==> config.mk <==
export PLATFORM = sky130hd
export DESIGN_NAME = pred_exec_stage
export DESIGN_NICKNAME = d
export VERILOG_FILES = /design/src/rtl/pex_pkg.sv /design/src/rtl/pex_lshift.sv /design/src/rtl/pex_alu.sv /design/src/rtl/pex_cond_eval.sv /design/src/rtl/pred_exec_stage.sv
export SDC_FILE = /design/constraint.sdc
export NUM_CORES = 1
export LEC_CHECK = 0
export BUFFER_PORTS_ARGS = -buffer_cell sky130_fd_sc_hd__buf_2
export CORE_MARGIN = 10
export CORE_UTILIZATION = 40
export CTS_CLUSTER_SIZE = 8
export DETAILED_ROUTE_END_ITERATION = 8
export HOLD_SLACK_MARGIN = 0.08
export PLACE_DENSITY = 0.64
export SLEW_MARGIN = 30
export SYNTH_ARGS = -nofsm -noshare
export SYNTH_HDL_FRONTEND = slang
export SYNTH_HIERARCHICAL = 1
export SYNTH_SLANG_ARGS = --single-unit
==> constraint.sdc <==
create_clock -name clk -period 4.4 [get_ports clk]
set_input_delay 0.22 -clock clk [delete_from_list [all_inputs] [get_ports clk]]
set_output_delay 0.22 -clock clk [all_outputs]
set_load 0.01 [all_outputs]
==> src/rtl/pex_pkg.sv <==
package pex_pkg;

    typedef enum logic [2:0] {
        OP_NOP = 3'd0,
        OP_ADD = 3'd1,
        OP_SUB = 3'd2,
        OP_CMP = 3'd3,
        OP_BRC = 3'd4
    } pex_op_e;

    typedef enum logic [2:0] {
        CC_AL = 3'd0,
        CC_EQ = 3'd1,
        CC_NE = 3'd2,
        CC_GT = 3'd3,
        CC_LT = 3'd4,
        CC_GE = 3'd5,
        CC_LE = 3'd6,
        CC_NV = 3'd7
    } pex_cc_e;

    typedef enum logic [1:0] {
        FL_EQ = 2'd0,
        FL_LT = 2'd1,
        FL_GT = 2'd2
    } pex_flag_e;

endpackage

==> src/rtl/pex_lshift.sv <==
module pex_lshift #(
    parameter int W  = 32,
    parameter int SW = 5
) (
    input  logic [W-1:0]  din,
    input  logic [SW-1:0] amt,
    output logic [W-1:0]  dout
);
    logic [W-1:0] stg [SW+1];

    assign stg[0] = din;

    for (genvar i = 0; i < SW; i++) begin : g_stage
        assign stg[i+1] = amt[i] ? (stg[i] << (1 << i)) : stg[i];
    end

    assign dout = stg[SW];
endmodule

==> src/rtl/pex_alu.sv <==
module pex_alu
    import pex_pkg::*;
#(
    parameter int W = 32
) (
    input  pex_op_e       op,
    input  logic [W-1:0]  a,
    input  logic [W-1:0]  b,
    output logic [W-1:0]  res,
    output pex_flag_e     cmp
);
    always_comb begin
        unique case (op)
            OP_SUB:  res = a - b;
            default: res = a + b;
        endcase
    end

    always_comb begin
        if (a == b)     cmp = FL_EQ;
        else if (a < b) cmp = FL_LT;
        else            cmp = FL_GT;
    end
endmodule

==> src/rtl/pex_cond_eval.sv <==
module pex_cond_eval
    import pex_pkg::*;
(
    input  logic [2:0] cc,
    input  pex_flag_e  flag,
    output logic       pass
);
    pex_cc_e code;
    assign code = pex_cc_e'(cc);

    always_comb begin
        unique case (code)
            CC_AL: pass = 1'b1;
            CC_EQ: pass = (flag == FL_EQ);
            CC_NE: pass = (flag != FL_EQ);
            CC_GT: pass = (flag == FL_GT);
            CC_LT: pass = (flag == FL_LT);
            CC_GE: pass = (flag != FL_LT);
            CC_LE: pass = (flag != FL_GT);
            CC_NV: pass = 1'b0;
        endcase
    end
endmodule

==> src/rtl/pred_exec_stage.sv <==
module pred_exec_stage
    import pex_pkg::*;
#(
    parameter int W     = 32,
    parameter int NREGS = 16,
    localparam int SW   = $clog2(W),
    localparam int RW   = $clog2(NREGS)
) (
    input  logic          clk,
    input  logic          rst_n,
    input  logic          in_valid,
    input  logic [2:0]    in_op,
    input  logic [2:0]    in_cc,
    input  logic [W-1:0]  in_a,
    input  logic [W-1:0]  in_b,
    input  logic [SW-1:0] in_shamt,
    input  logic [RW-1:0] in_dst,
    output logic [W-1:0]  res_data,
    output logic [RW-1:0] res_dst,
    output logic          res_wen,
    output logic          br_taken
);
    pex_op_e      op;
    pex_flag_e    flag_q, flag_d, cmp_flag;
    logic [W-1:0] b_sh, alu_res;
    logic         cc_ok, fire;

    assign op   = pex_op_e'(in_op);
    assign fire = in_valid && cc_ok;

    pex_lshift #(.W(W), .SW(SW)) u_shift (
        .din  (in_b),
        .amt  (in_shamt),
        .dout (b_sh)
    );

    pex_alu #(.W(W)) u_alu (
        .op  (op),
        .a   (in_a),
        .b   (b_sh),
        .res (alu_res),
        .cmp (cmp_flag)
    );

    pex_cond_eval u_cc (
        .cc   (in_cc),
        .flag (flag_q),
        .pass (cc_ok)
    );

    // Next flag state: only an executed compare moves the machine.
    always_comb begin
        flag_d = flag_q;
        if (fire && op == OP_CMP) begin
            unique case (cmp_flag)
                FL_LT:   flag_d = FL_LT;
                FL_GT:   flag_d = FL_GT;
                default: flag_d = FL_EQ;
            endcase
        end
    end

    // Flag state register
    always_ff @(posedge clk) begin
        if (!rst_n) flag_q <= FL_EQ;
        else        flag_q <= flag_d;
    end

    // Output register
    always_ff @(posedge clk) begin
        if (!rst_n) begin
            res_data <= '0;
            res_dst  <= '0;
            res_wen  <= 1'b0;
            br_taken <= 1'b0;
        end else begin
            res_data <= alu_res;
            res_dst  <= in_dst;
            unique case (op)
                OP_ADD, OP_SUB: begin
                    res_wen  <= fire;
                    br_taken <= 1'b0;
                end
                OP_BRC: begin
                    res_wen  <= 1'b0;
                    br_taken <= fire;
                end
                default: begin
                    res_wen  <= 1'b0;
                    br_taken <= 1'b0;
                end
            endcase
        end
    end

    logic past_ok;
    always_ff @(posedge clk) begin
        if (!rst_n) past_ok <= 1'b0;
        else        past_ok <= 1'b1;
    end


    idle_quiet_chk: assert property (@(posedge clk) disable iff (!rst_n)
        (past_ok && !$past(in_valid)) |-> (!res_wen && !br_taken));


    false_cc_quiet_chk: assert property (@(posedge clk) disable iff (!rst_n)
        (past_ok && !$past(cc_ok)) |-> (!res_wen && !br_taken && flag_q == $past(flag_q)));


    flags_hold_chk: assert property (@(posedge clk) disable iff (!rst_n)
        (past_ok && $past(op) != OP_CMP) |-> (flag_q == $past(flag_q)));


    branch_nowrite_chk: assert property (@(posedge clk) disable iff (!rst_n)
        br_taken |-> !res_wen);
endmodule

After elaboration in Yosys (flattened, before gate mapping). Index checks and enable logic that the tools add are counted.

Register bits after elaboration: 40. Bits of input ports: 82. Output and inout bits: 38. Logic and storage cells: 44.

Add/sub/neg operators: 2. $lt $le $gt $ge: 1. Equality and inequality tests: 18. Mux-type cells: 10. Reduce and logical (&&, ||, !) cells: 8.

Operators with widths (count): 2-to-1 mux 32 bit (6); adder 32 bit (1); == test 32 bit (1); < comparator 32 bit (1); subtractor 32 bit (1); == test 3 bit, second input constant (5); == test 3 x 2 -> 1 bit, second input constant (4); case mux 1 bit (8 select lines) (1); == test 3 x 1 -> 1 bit, second input constant (2); == test 2 x 1 -> 1 bit, second input constant (2); == test 2 bit, second input constant (2); 2-to-1 mux 2 bit (2); case mux 2 bit (2 select lines) (1); AND reduction 2 bit (2); logical NOT 3 bit (1); logical AND 1 bit (2); logical NOT 2 bit (1); != test 2 x 1 -> 1 bit, second input constant (1); != test 2 bit, second input constant (1); nonzero test 2 bit (1); OR reduction 2 bit (1).

Logic depth before layout (Yosys ltp).
Word-level depth: 10. Depth in mapped cells: 20. Gate-level depth less buffers: 16.

Cells and area by module. The synthesis kept the hierarchy.

By module, submodules not included: pex_alu (times used 1, cells an instance 569, area each 3742.3 µm², sequential area each 0.0 µm²); pex_lshift (times used 1, cells an instance 183, area each 1774.2 µm², sequential area each 0.0 µm²); pred_exec_stage (times used 1, cells an instance 92, area each 1134.8 µm², sequential area each 800.8 µm²); pex_cond_eval (times used 1, cells an instance 10, area each 65.1 µm², sequential area each 0.0 µm²).

Worst setup path after synthesis. OpenSTA, ideal clock, no wires.

Path kind: input port to flip-flop. Start point: input in_shamt[0]. End point: register res_data[27]. Library setup time: 0.115 ns. Arrival time: 3.569 ns. Required time: 4.285 ns. Slack: 0.716 ns. Cell stages on the path: 19. Path buffers: 4. Cells stage by stage: buf_6 -> buf_4 -> buf_4 -> mux2i_1 -> nor2_1 -> a221oi_1 -> nor2_1 -> inv_1 -> ha_1 -> buf_6 -> nor2_1 -> o21ai_0 -> a211oi_1 -> o2111ai_2 -> a21oi_2 -> o21ai_1 -> a2111oi_2 -> a211oi_1 -> and2_1.

Cells in the longest elaborated chain, start to end: 7. Elaborated cells on any way between the ends: 8. Those cells by class: add/sub: 2; mux: 6.

Ends and longest elaborated chain: start, declared (line pred_exec_stage.sv:16) `input logic [SW-1:0] in_shamt,`; 2-to-1 mux 32 bit * (5 in a row) (line pex_lshift.sv:14) `assign stg[i+1] = amt[i] ? (stg[i] << (1 << i)) : stg[i];`; net b_sh[9] (line pred_exec_stage.sv:25) `logic [W-1:0] b_sh, alu_res;`; adder 32 bit or subtractor 32 bit (tied branches) (line pex_alu.sv:15, pex_alu.sv:14); 2-to-1 mux 32 bit * (line pex_alu.sv:13) `unique case (op)`; net alu_res[27] (line pred_exec_stage.sv:25); end signal, assigned (line pred_exec_stage.sv:77) `res_data <= alu_res;`; end, declared (line pred_exec_stage.sv:18) `output logic [W-1:0] res_data,`.

The timed path passes the listed nets; every way through them passes the cells marked *. A chain may end at the register's enable or synchronous reset.

Worst setup path after layout.
Start point: input in_shamt[0]. End point: register res_data[20].

The elaborated chain is that of the path after synthesis.

==> qor.csv <==
stage;metric;value;unit
finish;final_common_cell;buf_2;
power;powerDensity;262;nW/um^2
power;leakage;3.40;nW
placement;gp_congestion;0.993;
critical_path;worstSetupStartpoint;in_shamt[0];
logic_synthesis;ys_seq_area_share;11.9;%
critical_path;arrival;4.44;ns
outcome;outcome;finished, final reports clean;
critical_path;crit_fanout;18;
detailed_routing;dr_total_vias;7102;
timing;fin_ws;0.152;ns
logic_synthesis;synthCells;854;
die;ioPinCount;120;
detailed_routing;routed_wl;22500;um
global_route;track_usage;19.2;%
placement;pre_cts_ws;-0.0144;ns
logic_synthesis;yosysWarningCount;6;
global_route;grt-ovfl-total;0;
clock_tree;holdBufCountCts;0;
logic_synthesis;synth_flop_cell;dfxtp_1;
timing;worst_pin_slew;0.709;ns
finish;post-route-util;47.6;%
critical_path;reg2reg_from;flag_q[1]$_SDFFE_PN0P_;
placement;io_buffers;119;
finish;num-fill-cells;1661;
critical_path;r2r-end;flag_q[1]$_SDFFE_PN0P_;
clock_tree;cts_buffers;5;
timing;finalCriticalPeriod;4.25;ns
timing;slew_headroom;52.4;%
finish;diodes;0;
timing;skew;0.000714;ns
clock_tree;post_cts_buffers;0;
die;row_count;47;
critical_path;required;4.59;ns
critical_path;cp_cell_sequence;buf_2 -> mux4_2 -> and3_1 -> a221oi_1 -> nor2_1 -> inv_1 -> ha_1 -> and2b_1 -> nor2_1 -> o31ai_1 -> a221oi_1 -> a2111oi_0 -> o21ai_1 -> a21oi_1 -> xnor2_1 -> and2_1;
logic_synthesis;ys_ff_latch;40;
timing;drv_slew;0;
die;fp.dieArea;22400;um^2
timing;hold_viol_final;0;
critical_path;end_kind;flip-flop;
placement;hpwlAfterDp;18600;um
detailed_routing;drt_iter0_drc;910;
detailed_routing;ant_nets;0;
die;fp.coreArea;16500;um^2
logic_synthesis;synth_fp_nets;1001;
logic_synthesis;syn_area;6720;um^2
global_route;antenna_found_initial;0;
power;finalPower;2.06;mW
clock_tree;htree_levels;2;
critical_path;cp-endpoint;res_data[20]$_SDFF_PN0_;
job;cap_viol_max_count;0;
timing;period_share;96.5;%
global_route;grt_pass1_wl;35600;um
logic_synthesis;synth.distinct_cells;85;
critical_path;setup.worst_path.start_class;input port;
worst_hold_path;hp-class;in2reg;
finish;fin_nets;1129;
global_route;grt_pass1_vias;6691;
detailed_routing;via_per_inst;5.90;
detailed_routing;drcViolationCount;0;
clock_tree;clock_path_buffers;2;
die;start_util;40.6;%
detailed_routing;first_pass_iters;6;
global_route;grt_max_degree;42;
finish;post_route_cells_drive_above_1_share;25.2;%
die;die_w;150;um
finish;final_cell_mix;119 x buf_2, 75 x a21oi_1, 74 x nor2_1;
clock_tree;cts_tree;done;
critical_path;regToRegSetupSlack;3.00;ns
timing;setup_viol;0;
logic_synthesis;syn_avg_cell_area;7.86;um^2
clock_tree;cts-resized-gates;0;
detailed_routing;wl_per_cell;18.7;um
clock_tree;cts-root-buf;clkbuf_16;
timing;grt_setup_unrepaired;no;
logic_synthesis;synth_edf_count;0;
clock_tree;worstSkewPairLatency;0.29;ns
critical_path;crit_path_top_delay_cell;mux4_2;
logic_synthesis;async_flop_share;0;%
finish;area_delta_synth_final;17.1;%
clock_tree;clkTransAtPathRegs;0.07;ns
critical_path;crit_type;in2reg;
critical_path;r2r_cells;7;
clock_tree;cts_num_sinks;40;
critical_path;max_stage_delay;0.62;ns
die;die_h;150;um
power;vdd_drop_max;0.000191;V
timing;timing.fmax;235;MHz
metal layers:
metal  vias up  share of wire, %  track usage (%)
li1       3407                 -                -
met1      3283                46             27.3
met2       370                44             29.2
met3        42               7.9             2.32
met4         0               2.9             6.87
met5         -                 0                0
cell families after synthesis:
| family | Yosys count | share of synthesized area [%] |
|---|---|---|
| muxes | 61 | 16.0 |
| and+or+nand+nor | 282 | 21.3 |
| DFF | 40 | 11.9 |
| xor gates and xnor gates | 30 | 3.91 |
| AOI/OAI and AO/OA | 254 | 26.0 |
| adders and majority gates | 65 | 12.3 |
| buffers and inverters | 122 | 8.51 |
cells in the mapped netlist (9+ instances only):
library cell	n	area, um^2
a211oi_1	16	120
a21o_1	10	75.1
a21oi_1	75	375
a22oi_1	9	67.6
a31oi_1	11	68.8
and2_1	41	257
buf_2	14	70.1
clkbuf_1	19	71.3
dfxtp_1	40	801
ha_1	63	788
inv_1	63	236
mux2_2	15	169
mux2i_1	13	130
mux4_1	9	236
mux4_2	24	541
nand2_1	54	203
nand3_1	19	95.1
nand4_1	14	87.6
nor2_1	74	278
nor2b_1	10	62.6
nor3_1	26	130
nor4_1	10	62.6
o21ai_0	34	170
o21ai_1	11	55.1
o21bai_1	14	105
o31ai_1	11	82.6
xnor2_1	27	236
per-stage QoR:
| stage | area, um^2 | TNS, ns | hold slack [ns] | std cells |
|---|---|---|---|---|
| 3_3_place_gp | 7690 | -0.0663 | 0.425 | 1195 |
| 6_report | 7860 | 0 | 0.128 | 1203 |
| 5_1_grt | 7860 | 0 | 0.128 | 1203 |
| 2_1_floorplan | 6720 | 0 | 0.291 | 854 |
| 3_5_place_dp | 7690 | -0.0144 | 0.430 | 1195 |
| 4_1_cts | 7860 | 0 | 0.125 | 1203 |
power by group:
group	total [mW]	leakage [nW]	internal (mW)	switching (mW)
clock network	0.432	0.0804	0.270	0.162
logic	1.20	2.99	0.507	0.693
registers	0.429	0.332	0.417	0.0118
registers in the layout, summed over array words and instances, names as in the netlist:
| name | count |
|---|---|
| flag_q | 2 |
| res_wen | 1 |
| br_taken | 1 |
| res_data | 32 |
| res_dst | 4 |
worst max-delay path, delay by kind of cell:
| family | cells | cell delay, ns |
|---|---|---|
| AND/OR/NAND/NOR | 5 | 0.83 |
| AO/OA/AOI/OAI | 6 | 1.88 |
| buffers and inverters | 2 | 0.49 |
| adder cells (fa/ha/maj) | 1 | 0.30 |
| XOR/XNOR | 1 | 0.09 |
| multiplexers | 1 | 0.62 |
how the worst min path moves through the flow:
stage	startpoint	to	slack [ns]	depth (start not counted)
2_1_floorplan	in_op[0]	br_taken$_SDFF_PN0_	0.29	1
3_3_place_gp	in_dst[0]	res_dst[0]$_SDFF_PN0_	0.42	2
3_5_place_dp	in_dst[0]	res_dst[0]$_SDFF_PN0_	0.43	2
4_1_cts	in_dst[0]	res_dst[0]$_SDFF_PN0_	0.13	2
5_1_grt	in_dst[0]	res_dst[0]$_SDFF_PN0_	0.13	2
6_report	in_dst[0]	res_dst[0]$_SDFF_PN0_	0.13	2
layout make-up:
class                      count  area, um^2  share of cell area [%]
multi-input combinational    692        5340                    68.0
timing repair buffer         175        1020                    12.9
sequential                    40         801                    10.2
tap                          220         275                    3.50
inverter                      68         255                    3.25
clock buffer                   5         125                    1.59
clock inverter                 3        46.3                   0.589
(Power assumes the default switching activity.)
